<file path="config.mk">
export PLATFORM = sky130hd
export DESIGN_NAME = uart_irq_ident
export DESIGN_NICKNAME = d
export VERILOG_FILES = /design/src/rtl/uart_irq_pkg.sv /design/src/rtl/uart_irq_flag.sv /design/src/rtl/uart_irq_rxto.sv /design/src/rtl/uart_irq_thre.sv /design/src/rtl/uart_irq_ident.sv
export SDC_FILE = /design/constraint.sdc
export NUM_CORES = 1
export LEC_CHECK = 0
export ABC_CLOCK_PERIOD_IN_PS = 2200
export BUFFER_PORTS_ARGS = -buffer_cell sky130_fd_sc_hd__buf_2
export CAP_MARGIN = 20
export CORE_MARGIN = 2
export CORE_UTILIZATION = 43
export CTS_CLUSTER_SIZE = 16
export DETAILED_ROUTE_END_ITERATION = 7
export PLACE_DENSITY_LB_ADDON = 0.1
export SYNTH_ARGS = -nofsm -noshare
export SYNTH_HDL_FRONTEND = slang
export SYNTH_HIERARCHICAL = 1
export SYNTH_SLANG_ARGS = --single-unit
</file>
<file path="constraint.sdc">
create_clock -name clk -period 2.2 [get_ports clk]
set_input_delay 0.33 -clock clk [delete_from_list [all_inputs] [get_ports clk]]
set_output_delay 0.33 -clock clk [all_outputs]
set_load 0.02 [all_outputs]
</file>
<file path="src/rtl/uart_irq_pkg.sv">
package uart_irq_pkg;

  localparam logic [3:0] ID_NONE   = 4'b0001;
  localparam logic [3:0] ID_LINE   = 4'b0110;
  localparam logic [3:0] ID_RXDATA = 4'b0100;
  localparam logic [3:0] ID_RXTO   = 4'b1100;
  localparam logic [3:0] ID_THRE   = 4'b0010;
  localparam logic [3:0] ID_MODEM  = 4'b0000;

  localparam int MAX_CHAR_BITS = 12;

  typedef struct packed {
    logic line;
    logic rxdata;
    logic rxto;
    logic thre;
    logic modem;
  } irq_pend_t;

  function automatic int unsigned trigger_level(input logic [1:0] sel);
    case (sel)
      2'b00:   return 1;
      2'b01:   return 4;
      2'b10:   return 8;
      default: return 14;
    endcase
  endfunction

  // start + data + optional parity + stop (1.5 stop rounded to 2)
  function automatic int unsigned char_bits(input logic [1:0] wl,
                                            input logic par,
                                            input logic two_stop);
    return 32'd6 + 32'(wl) + 32'(par) + (two_stop ? 32'd2 : 32'd1);
  endfunction

endpackage

</file>
<file path="src/rtl/uart_irq_flag.sv">
module uart_irq_flag (
  input  logic clk,
  input  logic rst,
  input  logic set_i,
  input  logic clr_i,
  output logic flag_o
);
  always_ff @(posedge clk) begin
    if (rst)        flag_o <= 1'b0;
    else if (set_i) flag_o <= 1'b1;
    else if (clr_i) flag_o <= 1'b0;
  end
endmodule

</file>
<file path="src/rtl/uart_irq_rxto.sv">
module uart_irq_rxto
  import uart_irq_pkg::*;
#(
  parameter int CNT_W      = 5,
  parameter int CHAR_TIMES = 4,
  localparam int TO_W      = $clog2(CHAR_TIMES * MAX_CHAR_BITS + 1)
) (
  input  logic             clk,
  input  logic             rst,
  input  logic             en_i,
  input  logic [CNT_W-1:0] rx_count_i,
  input  logic             activity_i,
  input  logic             bit_tick_i,
  input  logic [1:0]       word_len_i,
  input  logic             parity_en_i,
  input  logic             stop2_i,
  input  logic             clr_i,
  output logic             to_o
);
  logic [TO_W-1:0] limit;
  logic [TO_W-1:0] cnt_q;
  logic            empty;
  logic            hit;

  always_comb begin
    limit = TO_W'(CHAR_TIMES * char_bits(word_len_i, parity_en_i, stop2_i));
    empty = (rx_count_i == '0);
    hit   = en_i && !empty && !activity_i && bit_tick_i &&
            (cnt_q == limit - 1'b1);
  end

  always_ff @(posedge clk) begin
    if (rst) begin
      cnt_q <= '0;
      to_o  <= 1'b0;
    end else begin
      if (!en_i || clr_i) to_o <= 1'b0;
      else if (hit)       to_o <= 1'b1;

      if (!en_i || empty || activity_i) cnt_q <= '0;
      else if (bit_tick_i && !hit)      cnt_q <= cnt_q + 1'b1;
    end
  end
endmodule

</file>
<file path="src/rtl/uart_irq_thre.sv">
module uart_irq_thre (
  input  logic clk,
  input  logic rst,
  input  logic empty_i,
  input  logic enable_i,
  input  logic wr_thr_i,
  input  logic ack_i,
  output logic pend_o
);
  logic prev_empty_q;
  logic prev_en_q;
  logic set;

  always_comb begin
    set = (empty_i && !prev_empty_q) || (empty_i && enable_i && !prev_en_q);
  end

  always_ff @(posedge clk) begin
    if (rst) begin
      prev_empty_q <= 1'b1;
      prev_en_q    <= 1'b0;
      pend_o       <= 1'b0;
    end else begin
      prev_empty_q <= empty_i;
      prev_en_q    <= enable_i;
      if (set)                    pend_o <= 1'b1;
      else if (wr_thr_i || ack_i) pend_o <= 1'b0;
    end
  end
endmodule

</file>
<file path="src/rtl/uart_irq_ident.sv">
module uart_irq_ident
  import uart_irq_pkg::*;
#(
  parameter int FIFO_DEPTH  = 16,
  parameter int CHAR_TIMES  = 4,
  localparam int CNT_W      = $clog2(FIFO_DEPTH + 1)
) (
  input  logic             clk,
  input  logic             rst,
  input  logic [3:0]       ier_i,
  input  logic             fifo_en_i,
  input  logic [1:0]       rx_trig_sel_i,
  input  logic [1:0]       word_len_i,
  input  logic             parity_en_i,
  input  logic             stop2_i,
  input  logic [CNT_W-1:0] rx_count_i,
  input  logic             rx_push_i,
  input  logic             bit_tick_i,
  input  logic             overrun_i,
  input  logic             parity_err_i,
  input  logic             framing_err_i,
  input  logic             break_i,
  input  logic             modem_delta_i,
  input  logic             thr_empty_i,
  input  logic             rd_lsr_i,
  input  logic             rd_msr_i,
  input  logic             rd_rbr_i,
  input  logic             rd_iir_i,
  input  logic             wr_thr_i,
  output logic [7:0]       iir_o,
  output logic             irq_o
);
  localparam int N_STICKY = 2;

  irq_pend_t         pend;
  irq_pend_t         live;
  logic [N_STICKY-1:0] st_set, st_clr, st_q;
  logic [CNT_W-1:0]  trig_eff;
  logic              rxdata_q;
  logic              rxto;
  logic              thre;
  logic              thre_ack;
  logic [3:0]        code;

  // sticky causes: index 0 line errors, index 1 modem change
  always_comb begin
    st_set[0] = overrun_i | parity_err_i | framing_err_i | break_i;
    st_clr[0] = rd_lsr_i;
    st_set[1] = modem_delta_i;
    st_clr[1] = rd_msr_i;
  end

  for (genvar g = 0; g < N_STICKY; g++) begin : g_sticky
    uart_irq_flag flag_i (
      .clk    (clk),
      .rst    (rst),
      .set_i  (st_set[g]),
      .clr_i  (st_clr[g]),
      .flag_o (st_q[g])
    );
  end

  always_comb begin
    trig_eff = fifo_en_i ? CNT_W'(trigger_level(rx_trig_sel_i)) : CNT_W'(1);
  end

  always_ff @(posedge clk) begin
    if (rst) rxdata_q <= 1'b0;
    else     rxdata_q <= (rx_count_i >= trig_eff);
  end

  uart_irq_rxto #(.CNT_W(CNT_W), .CHAR_TIMES(CHAR_TIMES)) rxto_i (
    .clk         (clk),
    .rst         (rst),
    .en_i        (fifo_en_i),
    .rx_count_i  (rx_count_i),
    .activity_i  (rx_push_i | rd_rbr_i),
    .bit_tick_i  (bit_tick_i),
    .word_len_i  (word_len_i),
    .parity_en_i (parity_en_i),
    .stop2_i     (stop2_i),
    .clr_i       (rd_rbr_i),
    .to_o        (rxto)
  );

  always_comb begin
    thre_ack = rd_iir_i && (iir_o[3:0] == ID_THRE);
  end

  uart_irq_thre thre_i (
    .clk      (clk),
    .rst      (rst),
    .empty_i  (thr_empty_i),
    .enable_i (ier_i[1]),
    .wr_thr_i (wr_thr_i),
    .ack_i    (thre_ack),
    .pend_o   (thre)
  );

  always_comb begin
    pend.line   = st_q[0];
    pend.rxdata = rxdata_q;
    pend.rxto   = rxto;
    pend.thre   = thre;
    pend.modem  = st_q[1];

    live.line   = pend.line   & ier_i[2];
    live.rxdata = pend.rxdata & ier_i[0];
    live.rxto   = pend.rxto   & ier_i[0];
    live.thre   = pend.thre   & ier_i[1];
    live.modem  = pend.modem  & ier_i[3];

    if (live.line)        code = ID_LINE;
    else if (live.rxdata) code = ID_RXDATA;
    else if (live.rxto)   code = ID_RXTO;
    else if (live.thre)   code = ID_THRE;
    else if (live.modem)  code = ID_MODEM;
    else                  code = ID_NONE;
  end

  always_ff @(posedge clk) begin
    if (rst) begin
      iir_o <= {4'b0000, ID_NONE};
      irq_o <= 1'b0;
    end else begin
      iir_o <= {{2{fifo_en_i}}, 2'b00, code};
      irq_o <= |live;
    end
  end
endmodule

</file>
# Yosys cells after proc, flatten, opt, wreduce, memory -nomap -nowiden
# Index checks and enable logic that the tools add are counted.
word_totals:
  word_cells: 74
  in_bits: 31
  out_inout_bits: 9
  register_bits: 21
op_classes:
  n_lt_le_gt_ge: 1
  n_mux: 14
  n_reduce_logical: 29
  eq_ne: 4
  bitwise_logic: 9
  add_sub_neg: 5
op_table:
  columns: ["operator", "n"]
  rows:
  - ["$pmux 4 s3", 1]
  - ["$logic_and 1x1->1", 9]
  - ["$mux 4", 2]
  - ["$mux 1", 7]
  - ["$add 6x1->6 const B", 1]
  - ["$eq 6x6->1", 1]
  - ["$logic_not 1->1", 6]
  - ["$mux 3", 2]
  - ["$reduce_bool 2->1", 3]
  - ["$sub 6x1->6 const B", 1]
  - ["$and 1x1->1", 5]
  - ["$ge 5x5->1", 1]
  - ["$logic_not 5->1", 1]
  - ["$logic_or 1x1->1", 5]
  - ["$reduce_or 5->1", 1]
  - ["$add 3x2->4 const A", 1]
  - ["$add 4x1->4", 1]
  - ["$add 4x4->4", 1]
  - ["$eq 4x2->1 const B", 1]
  - ["$mux 2", 2]
  - ["$or 1x1->1", 4]
  - ["$reduce_or 2->1", 2]
  - ["$reduce_or 3->1", 1]
  - ["$eq 2x1->1 const B", 1]
  - ["2 further kinds", 2]

# Depth between registers and ports, before layout
# Gate-level depths: netlist of the first run.
logic_depth:
  word_depth: 8
  depth_mapped: 11
  mapped_depth_nobuf: 11

# Cells and area by module
# Netlist of the first run, hierarchy kept.
by_module_without_submodules:
  columns: ["mod", "seq_area_each_um2", "area_per_inst_um2", "n_inst", "cells_per_inst"]
  rows:
  - ["uart_irq_rxto", 140.1, 530.5, 1, 57]
  - ["uart_irq_ident", 140.1, 362.8, 1, 41]
  - ["uart_irq_thre", 60.1, 115.1, 1, 11]
  - ["uart_irq_flag", 20.0, 38.8, 2, 4]

# Worst setup path before layout of the first run
# OpenSTA, ideal clock, no wires.
synth_path:
  path_type: "input-to-reg"
  start: "input port word_len_i[0]"
  end: "register rxto_i.cnt_q[5]"
  setup_slack_ns: -0.193
  cell_stages: 9
  t_arrival_ns: 2.320
  setup_time_ns: 0.072
  path_cell_list: "fa_1 > ha_1 > inv_1 > ha_1 > xnor2_1 > nor4_4 > and3_4 > or3_1 > a21oi_1"
synth_via:
  elab_chain_cells: 8
synth_lines:
  columns: ["item", "line", "rtl"]
  rows:
  - ["start: declaration", "uart_irq_ident.sv:13", "input logic [1:0] word_len_i,"]
  - ["$add 3x2->4", "uart_irq_pkg.sv:33", "return 32'd6 + 32'(wl) + 32'(par) + (two_stop ? 32'd2 : 32'd1);"]
  - ["$add 4x1->4", "uart_irq_pkg.sv:33", null]
  - ["$add 4x4->4", "uart_irq_pkg.sv:33", null]
  - ["$sub 6x1->6", "uart_irq_rxto.sv:29", "(cnt_q == limit - 1'b1);"]
  - ["$eq 6x6->1", "uart_irq_rxto.sv:29", null]
  - ["$logic_and 1x1->1", "uart_irq_rxto.sv:28", "hit = en_i && !empty && !activity_i && bit_tick_i &&"]
  - ["$logic_not 1->1", "uart_irq_rxto.sv:41", "else if (bit_tick_i && !hit) cnt_q <= cnt_q + 1'b1;"]
  - ["$logic_and 1x1->1", "uart_irq_rxto.sv:41", null]
  - ["end signal: assignment", "uart_irq_rxto.sv:41", null]
  - ["end: declaration", "uart_irq_rxto.sv:21", "logic [TO_W-1:0] cnt_q;"]
# Every way passes these cells.
# A chain may end at the register's enable or synchronous reset.

# Worst setup path in the final report of the first run
layout_path:
  start: "input port word_len_i[0]"
  end: "register rxto_i.to_o"
layout_via:
  elab_chain_cells: 6
layout_lines:
  columns: ["item", "line", "rtl"]
  rows:
  - ["$add 3x2->4", "uart_irq_pkg.sv:33", null]
  - ["$add 4x1->4", "uart_irq_pkg.sv:33", null]
  - ["$add 4x4->4", "uart_irq_pkg.sv:33", null]
  - ["$sub 6x1->6", "uart_irq_rxto.sv:29", null]
  - ["$eq 6x6->1", "uart_irq_rxto.sv:29", null]
  - ["$logic_and 1x1->1", "uart_irq_rxto.sv:28", null]
  - ["end signal: assignment", "uart_irq_rxto.sv:35", "to_o <= 1'b0;"]
  - ["end signal: assignment", "uart_irq_rxto.sv:37", "if (!en_i || clr_i) to_o <= 1'b0;"]
  - ["end signal: assignment", "uart_irq_rxto.sv:38", "else if (hit) to_o <= 1'b1;"]
  - ["end: declaration", "uart_irq_rxto.sv:18", "output logic to_o"]
# Every way passes these cells.

==> out/results.ini, run 1 <==
[status]
status=finished, final reports clean

[global_route]
gr-total-overflow=0
grt_pass1_vias=846
grt_pass1_wl_mm=3.41
gr-usage-all-layers=0.164
antenna_found_initial=0
grt_max_degree=14

[sta]
clock.fmax_ghz=0.469
finalClockSkew_ns=0.000779
finalMaxSlewViolations=0
hold_viol=0
period_share=0.969
period_needed_ns=2.13
holdWs_ns=0.205
setup_viol=0
rsz0062_at_grt=no

[clock_tree]
clock_latency_ns=0.30
cts_num_sinks=19
clk_pin_slew_ns=0.11
cts_buffers=3
cts_root_buf=clkbuf_4
cts_tree=yes
cts.path.max_buffers=2
cts_hold_buf=0
h-tree-depth=1

[run]
cap_violations=0

[layout]
antenna-diode-count=0
fin_cells=189
num-fill-cells=244
layout-drive-gt1-share=0.403
fin_nets=201
area_growth_pct=27.8

[drt]
wl_mm=2.09
drt-initial-drc-count=6
firstDrtPassIters=4
routedWlPerCell_um=11.0
vias=939
antenna_left=0
drc_errors=0
viasPerCell=4.97

[floorplanning]
die_w_um=54.3
die_height_um=54.3
ios=40
die_area_mm2=0.00294
rows=18
core_mm2=0.00243
start_util=0.447

[synth]
synthTopCellsByCount=dfxtp_1 (19), inv_1 (12), ha_1 (9)
netlist_area_mm2=0.00109
yosysMostFrequentCell=dfxtp_1
synthFlopType=dfxtp_1
synth_edf_count=0
synth_cell_type_count=39
synth_area_leaders=dfxtp_1 (35%), ha_1 (10%), xnor2_1 (6.5%)
synth.largest_area_cell=dfxtp_1
ys_async_sr_fraction=0
synth.avg_cell_area_um2=9.28
yosys_warnings=6
synthCells=117
synth-seq-cells=19
synth_top_area_share=0.350
synth_seq_area_share=0.350

[placed_design]
port_buffers=37
place_inst=185
gp_congestion=0.819
detailed_place_hpwl_mm=1.75

[setup_path]
endpoint_kind=flop
cp-start-kind=input port
path_max_fanout=5
arrival_ns=2.35
regToRegSetupSlack_ns=0.54
critPathRequiredTime_ns=2.42
path_class=input port to flop

[pwr]
ir_drop_mv=0.415
pwr_density_cell_mw_per_mm2=536
p_leak_nw=0.631

[hold_path]
hp-class=input port to flop

-- final timing paths --
check                   from           to  cells after the start
max reg2reg  rxto_i/cnt_q[4]  rxto_i/to_o                      5
min                 rd_rbr_i  rxto_i/to_o                      2
min reg2reg         rxdata_q     iir_o[3]                      1
max            word_len_i[0]  rxto_i/to_o                     10
-- layer usage --
metal / GRT usage / wire length [um] / vias up
li1: - / - / 482
met1: 0.175 / 816 / 424
met2: 0.305 / 1120 / 29
met3: 0.0574 / 135 / 4
met4: 0.0375 / 17 / 0
met5: 0 / 0 / -
-- cells in the final DEF, fill, tap and decap left out, types with 3 or more instances in the layout --
cell type  count
buf_2         37
dfxtp_1       19
inv_1          9
nor2_1         8
nand2_1        7
xnor2_1        7
a31oi_1        6
ha_1           6
nand3_1        4
a21oi_1        4
inv_2          4
o21ai_0        3
clkbuf_4       3
a21oi_2        3
ha_4           3
buf_4          3
-- where the power goes --
group / switching [mW] / internal, mW
logic: 0.101 / 0.104
registers: 0.00609 / 0.358
clock network: 0.108 / 0.0678
-- logic make-up after synthesis --
| kind of cell | share of synthesized area |
|---|---|
| xor gates and xnor gates | 0.0853 |
| and+or+nand+nor | 0.247 |
| other | 0.00345 |
| DFF | 0.350 |
| muxes | 0.00922 |
| adders and majority gates | 0.122 |
| AOI/OAI and AO/OA | 0.118 |
| buffers and inverters | 0.0657 |
-- flip-flops by register name, summed over array words and instances (netlist names) --
| signal | count |
|---|---|
| irq_o | 1 |
| g_sticky.flag_i/flag_o | 2 |
| rxto_i/cnt_q | 6 |
| rxdata_q | 1 |
| thre_i/prev_empty_q | 1 |
| iir_o | 5 |
| rxto_i/to_o | 1 |
| thre_i/prev_en_q | 1 |
| thre_i/pend_o | 1 |
-- cell type report --
cell class	instances	area, um2	area share
clock inverter	1	5.00	0.00361
multi-input combinational	83	686	0.494
inverter	13	48.8	0.0352
timing repair buffer	40	208	0.150
clock buffer	3	22.5	0.0162
tap	30	37.5	0.0271
sequential	19	380	0.274
-- metrics by stage --
step	setup WS, ns	TNS [ns]	area, um2	utilization	power, mW
detailed placement	-0.259	-1.44	1360	0.559	0.578
CTS	0.0559	0	1390	0.570	0.754
finish	0.0679	0	1390	0.570	0.744
global route	0.00734	0	1390	0.570	0.795
global placement	-0.204	-1.20	1360	0.559	0.571
floorplan	-0.0324	-0.0455	1140	-	0.508
-- timing repair --
item	4_1_cts	5_1_grt
buffers inserted	0	0
setup endpoints to repair	0	2
resized for setup	0	1
endpoints found under the hold margin	0	0
-- critical path, stage by stage --
cell and delay [ns]:
buf_2 0.11, fa_2 0.39, ha_4 0.28, inv_2 0.04, ha_4 0.21, xnor2_2 0.14, nor4_4 0.36, and3_4 0.25
nor2_2 0.04, nor4b_2 0.20
(Power assumes the default switching activity.)
==> run 2, diff against run 1 <==
--- a/config.mk
+++ b/config.mk
@@ -5,11 +5,11 @@
 export SDC_FILE = /design/constraint.sdc
 export NUM_CORES = 1
 export LEC_CHECK = 0
-export ABC_CLOCK_PERIOD_IN_PS = 2200
+export ABC_CLOCK_PERIOD_IN_PS = 2300
 export BUFFER_PORTS_ARGS = -buffer_cell sky130_fd_sc_hd__buf_2
 export CAP_MARGIN = 20
 export CORE_MARGIN = 2
-export CORE_UTILIZATION = 43
+export CORE_UTILIZATION = 45
 export CTS_CLUSTER_SIZE = 16
 export DETAILED_ROUTE_END_ITERATION = 7
 export PLACE_DENSITY_LB_ADDON = 0.1
==> constraint.sdc (replaced) <==
create_clock -name clk -period 2.3 [get_ports clk]
set_input_delay 0.345 -clock clk [delete_from_list [all_inputs] [get_ports clk]]
set_output_delay 0.345 -clock clk [all_outputs]
set_load 0.02 [all_outputs]
==> run 2 against run 1 <==
Against the previous run: first-iteration DRC count up 67%; critical path depth is the same; setup slack improved by 0.073 ns; combinational power is 9% lower; core utilization rose by 4.0 points; clock-buffer cell count up 1; flip-flop and latch count unchanged; via count increased by 0.21%; power shrank 5.6%; clock skew rose by 0.0065 ns; die area is 4.1% lower; routed wire length down 2.4%; critical path type unchanged; critical endpoint unchanged; highest routed layer unchanged.
==> out/results.ini, run 2 (same netlist as run 1, synthesis figures left out) <==
[status]
status=finished, final reports clean

[sta]
rsz0062_at_grt=no
period_share=0.939
period_needed_ns=2.16
finalClockSkew_ns=0.00725  ; +0.00647 ns
clock.fmax_ghz=0.463
setup_viol=0  ; unchanged
finalMaxSlewViolations=0  ; unchanged
tns_ns=0  ; unchanged
hold_viol=0  ; unchanged
setup_slack_ns=0.141  ; +0.0734 ns

[layout]
fin_cells=186  ; -1.6%
area_growth_pct=26.7
fin_nets=200  ; -0.50%
num-fill-cells=225  ; -7.8%
layout_common_cells=buf_2 (37), dfxtp_1 (19), inv_1 (11)
largest_reg_flops=6  ; unchanged
final_area_mm2=0.00138  ; -0.81%
regMostFlops=rxto_i/cnt_q
top_regs=rxto_i/cnt_q: 6 flops, iir_o: 5 flops, g_sticky.flag_i/flag_o: 2 flops
layout-drive-gt1-share=0.380  ; -0.0228
antenna-diode-count=0  ; unchanged
layout_commonest_cell=buf_2

[clock_tree]
cts_hold_buf=0  ; unchanged
cts_root_buf=clkbuf_4
clock_latency_ns=0.30  ; about the same
h-tree-depth=1  ; unchanged
cts_num_sinks=19  ; unchanged
cts_tree=yes
clk_pin_slew_ns=0.11  ; about the same
cts.path.max_buffers=2  ; unchanged
cts_buffers=3  ; unchanged
postCtsResizedCells=0  ; unchanged
post_cts_buffers=0  ; unchanged

[placed_design]
gp_congestion=0.687  ; -16%
pre_cts_ws_ns=-0.197  ; +0.0616 ns
place_area_mm2=0.00135  ; -0.74%
port_buffers=37  ; unchanged
detailed_place_hpwl_mm=1.67  ; -4.9%
place_inst=182  ; -1.6%

[floorplanning]
die_height_um=53.1  ; -2.1%
start_util=0.482  ; +0.0352
die_area_mm2=0.00282  ; -4.1%
ios=40  ; unchanged
rows=17  ; -1
die_w_um=53.1  ; -2.1%
core_mm2=0.00225  ; -7.3%

[drt]
wl_mm=2.04  ; -2.4%
routedWlPerCell_um=10.9  ; -0.87%
firstDrtPassIters=4  ; unchanged
drt-initial-drc-count=10  ; +4
drc_errors=0  ; unchanged
antenna_left=0  ; unchanged
viasPerCell=5.06  ; +1.8%
vias=941  ; +0.21%

[setup_path]
cp-start-kind=input port
critPathRequiredTime_ns=2.52  ; +0.10 ns
path_class=input port to flop
endpoint_kind=flop
path_max_fanout=5  ; unchanged
arrival_ns=2.38  ; +0.03 ns

[pwr]
ir_drop_mv=0.307  ; -26%
pwr_density_cell_mw_per_mm2=511  ; -4.8%
p_leak_nw=0.625  ; -1.0%

[global_route]
antenna_found_initial=0  ; unchanged
grt_max_degree=14  ; unchanged
gr-total-overflow=0  ; unchanged
grt_pass1_vias=864  ; +2.1%
grt_pass1_wl_mm=3.48  ; +2.2%
gr-usage-all-layers=0.172  ; +0.00853

[hold_path]
hp-class=input port to flop

[run]
cap_violations=0  ; unchanged

## run 2: power by group
group	switching (mW)	total (mW)	leakage, nW	internal (mW)
Combinational	0.0930	0.187	0.454	0.0941
Sequential	0.00612	0.348	0.156	0.342
Clock	0.0998	0.167	0.0150	0.0675
## run 2: worst paths after layout
kind                         from           to  slack (ns)  cells after the start
hold reg to reg          rxdata_q     iir_o[3]        0.44                      1
setup reg to reg  rxto_i/cnt_q[4]  rxto_i/to_o        0.65                      5
hold / removal           rd_rbr_i  rxto_i/to_o        0.21                      2
setup / recovery    word_len_i[0]  rxto_i/to_o        0.14                     10
## run 2: worst max-delay path, cell delays in order
cell	delay [ns]
buf_2	0.11
fa_2	0.39
ha_4	0.16
inv_1	0.08
ha_4	0.20
xnor3_1	0.36
nor4_4	0.26
and3_4	0.25
nor2_2	0.04
nor4b_2	0.19
## run 2: per-layer routing
layer | GRT usage | up-vias | wire (um) | part of all wire
li1 | - | 484 | - | -
met2 | 0.313 | 27 | 1010 | 0.49
met4 | 0.103 | 0 | 51 | 0.025
met3 | 0.0395 | 5 | 149 | 0.073
met5 | 0 | - | 0 | 0
met1 | 0.178 | 425 | 827 | 0.41
## run 2: area by class of cell
class,instances,area (um2),area share
multi-input cells,83,686,0.498
inverters,13,48.8,0.0355
clock buffers,4,26.3,0.0191
well taps,28,35.0,0.0255
repair buffers,39,200,0.145
flip-flops and latches,19,380,0.276
## run 2: stage by stage
step / total power, mW / util / hold WS, ns
3_3_place_gp: 0.541 / 0.599 / 0.408
2_1_floorplan: 0.485 / - / 0.397
6_report: 0.703 / 0.610 / 0.214
4_1_cts: 0.712 / 0.610 / 0.209
3_5_place_dp: 0.545 / 0.599 / 0.422
5_1_grt: 0.746 / 0.610 / 0.208
==> run 3, diff against run 2 <==
--- a/config.mk
+++ b/config.mk
@@ -6,10 +6,10 @@
 export NUM_CORES = 1
 export LEC_CHECK = 0
 export ABC_CLOCK_PERIOD_IN_PS = 2300
-export BUFFER_PORTS_ARGS = -buffer_cell sky130_fd_sc_hd__buf_2
+export BUFFER_PORTS_ARGS = -buffer_cell sky130_fd_sc_hd__buf_4
 export CAP_MARGIN = 20
 export CORE_MARGIN = 2
-export CORE_UTILIZATION = 45
+export CORE_UTILIZATION = 36
 export CTS_CLUSTER_SIZE = 16
 export DETAILED_ROUTE_END_ITERATION = 7
 export PLACE_DENSITY_LB_ADDON = 0.1
==> run 3 against run 2 <==
Against the previous run: power is 2.8% higher; critical path type unchanged; flip-flop and latch count unchanged; largest cell class unchanged; the flow now finishes with violations (design-rule violations); sequential power about the same; routed wire length up 6.8%; global-route usage decreased by 3.7 points; non-clock buffer count increased by 3; worst hold slack improved by 0.0084 ns; clock power down 4%; critical endpoint is now rxto_i/cnt_q[2]; clock skew fell by 0.0050 ns; combinational power grew 13%.
==> out/results.ini, run 3 (same netlist as run 1, synthesis figures left out) <==
[placed_design]
gp_congestion=0.802  ; +17%
place_inst=186  ; +2.2%
detailed_place_hpwl_mm=1.81  ; +8.8%
place_area_mm2=0.00145  ; +7.7%
pre_cts_ws_ns=-0.234  ; -0.0361 ns
port_buffers=37  ; unchanged

[setup_path]
regToRegSetupSlack_ns=0.63  ; -0.02 ns
critPathRequiredTime_ns=2.48  ; -0.04 ns
path_class=input port to flop
path_max_fanout=4  ; -1
crit_family=adder cells
slowest_stage=fa_2
cp_num_buf_inv=3  ; +1
cp-start-kind=input port
endpoint_kind=flop
arrival_ns=2.39  ; about the same
critPathMaxStageDelay_ns=0.39  ; about the same
cp_cell_sequence=buf_4 > fa_2 > ha_4 > inv_1 > ha_4 > xnor3_1 > nor4_4 > buf_4 > a31oi_1 > xnor2_1 > nor2_1

[drt]
drc_errors=4  ; +4
antenna_left=0  ; unchanged
viasPerCell=4.92  ; -2.8%
wl_met2_mm=1.11  ; +9.9%
wl_mm=2.17  ; +6.8%
top_layer=met4
routedWlPerCell_um=11.3  ; +3.5%
wl_met1_um=894  ; +8.1%
drt-initial-drc-count=30  ; +20
vias=944  ; +0.32%
firstDrtPassIters=6  ; +2
wl_met3_um=160  ; +7.4%

[clock_tree]
clk_pin_slew_ns=0.10  ; about the same
cts_root_buf=clkbuf_4
cts_tree=yes
cts_buffers=3  ; unchanged
cts_num_sinks=19  ; unchanged
cts.path.max_buffers=2  ; unchanged
clock_latency_ns=0.29  ; about the same
h-tree-depth=1  ; unchanged

[floorplanning]
rows=19  ; +2
die_w_um=58.9  ; +11%
ios=40  ; unchanged
die_height_um=58.9  ; +11%
start_util=0.387  ; -0.0945
die_area_mm2=0.00347  ; +23%
core_mm2=0.00281  ; +24%

[layout]
final_area_mm2=0.00150  ; +8.7%
seq_area_um2=380  ; unchanged
regMostFlops=rxto_i/cnt_q
top_regs=rxto_i/cnt_q: 6 flops, iir_o: 5 flops, g_sticky.flag_i/flag_o: 2 flops
num-fill-cells=276  ; +23%
largest_reg_flops=6  ; unchanged
layout_common_cells=buf_4 (42), dfxtp_1 (19), inv_1 (11)
antenna-diode-count=0  ; unchanged
fin_nets=203  ; +1.5%
multi_input_area_um2=686  ; unchanged
area_growth_pct=37.8
layout_commonest_cell=buf_4
layout-drive-gt1-share=0.398  ; +0.0178
fin_cells=192  ; +3.2%

[global_route]
grt_pass1_wl_mm=3.63  ; +4.2%
gr-usage-all-layers=0.136  ; -0.0368
gr-total-overflow=0  ; unchanged
grt_max_degree=14  ; unchanged
antenna_found_initial=0  ; unchanged
grt_pass1_vias=906  ; +4.9%

[sta]
holdWs_ns=0.223  ; +0.00840 ns
period_needed_ns=2.20  ; +0.0436 ns
finalMaxSlewViolations=0  ; unchanged
clock.fmax_ghz=0.454  ; -2.0%
hold_viol=0  ; unchanged
finalClockSkew_ns=0.00223  ; -0.00502 ns
setup_viol=0  ; unchanged
period_share=0.958  ; +0.0190
setup_slack_ns=0.0977  ; -0.0436 ns

[pwr]
ir_drop_mv=0.377  ; +23%
p_leak_nw=0.673  ; +7.6%
pwr_density_cell_mw_per_mm2=483  ; -5.4%
power.total_mw=0.722  ; +2.8%

[status]
violations=design-rule violations
status=finished with violations

[hold_path]
hp-class=input port to flop

[run]
cap_violations=0  ; unchanged

==> run 3: cell count changes in the layout (fill, tap and decap cells not counted), sizes merged <==
cell and change:
buf +3, clkinv +1, clkbuf -1
==> run 3: final timing paths <==
check / startpoint / endpoint / depth (start not counted)
setup reg to reg: rxto_i/cnt_q[4] / rxto_i/cnt_q[2] / 6
hold / removal: rd_rbr_i / rxto_i/to_o / 2
hold reg to reg: rxdata_q / iir_o[3] / 1
setup / recovery: word_len_i[0] / rxto_i/cnt_q[2] / 11
==> run 3: stage by stage <==
stage	setup TNS, ns	util
finish	0	0.533
global route	-0.00565	0.533
CTS	0	0.528
detailed placement	-1.21	0.518
global placement	-0.846	0.518
floorplan	0	-
==> run 3: layout make-up <==
type,count,area share
clock buffer,3,0.0151
tap,31,0.0259
inverter,13,0.0326
timing repair buffer,42,0.211
sequential,19,0.254
multi-input combinational,83,0.458
clock inverter,1,0.00334
==> run 3: metal layers <==
layer  vias to the layer above  GRT usage
li1                        490          -
met2                        24      0.248
met3                         2     0.0418
met1                       428      0.154
met4                         0     0.0292
met5                         -          0
==> run 3: timing repair <==
item	4_1_cts	5_1_grt
hold buffers	0	0
setup endpoints to repair	0	2
setup buffers	0	2
resized for setup	0	0
==> run 3: worst register-to-register path: stages (launching register included) <==
cell and delay, ns:
dfxtp_1 0.40, xnor3_1 0.45, nor4_4 0.23, buf_4 0.18, a31oi_1 0.09, xnor2_1 0.17, nor2_1 0.05
==> run 3: report_power, final <==
part           total [mW]  switching, mW  internal, mW
clock               0.161         0.0968        0.0646
sequential          0.349        0.00670         0.342
combinational       0.212         0.0956         0.117
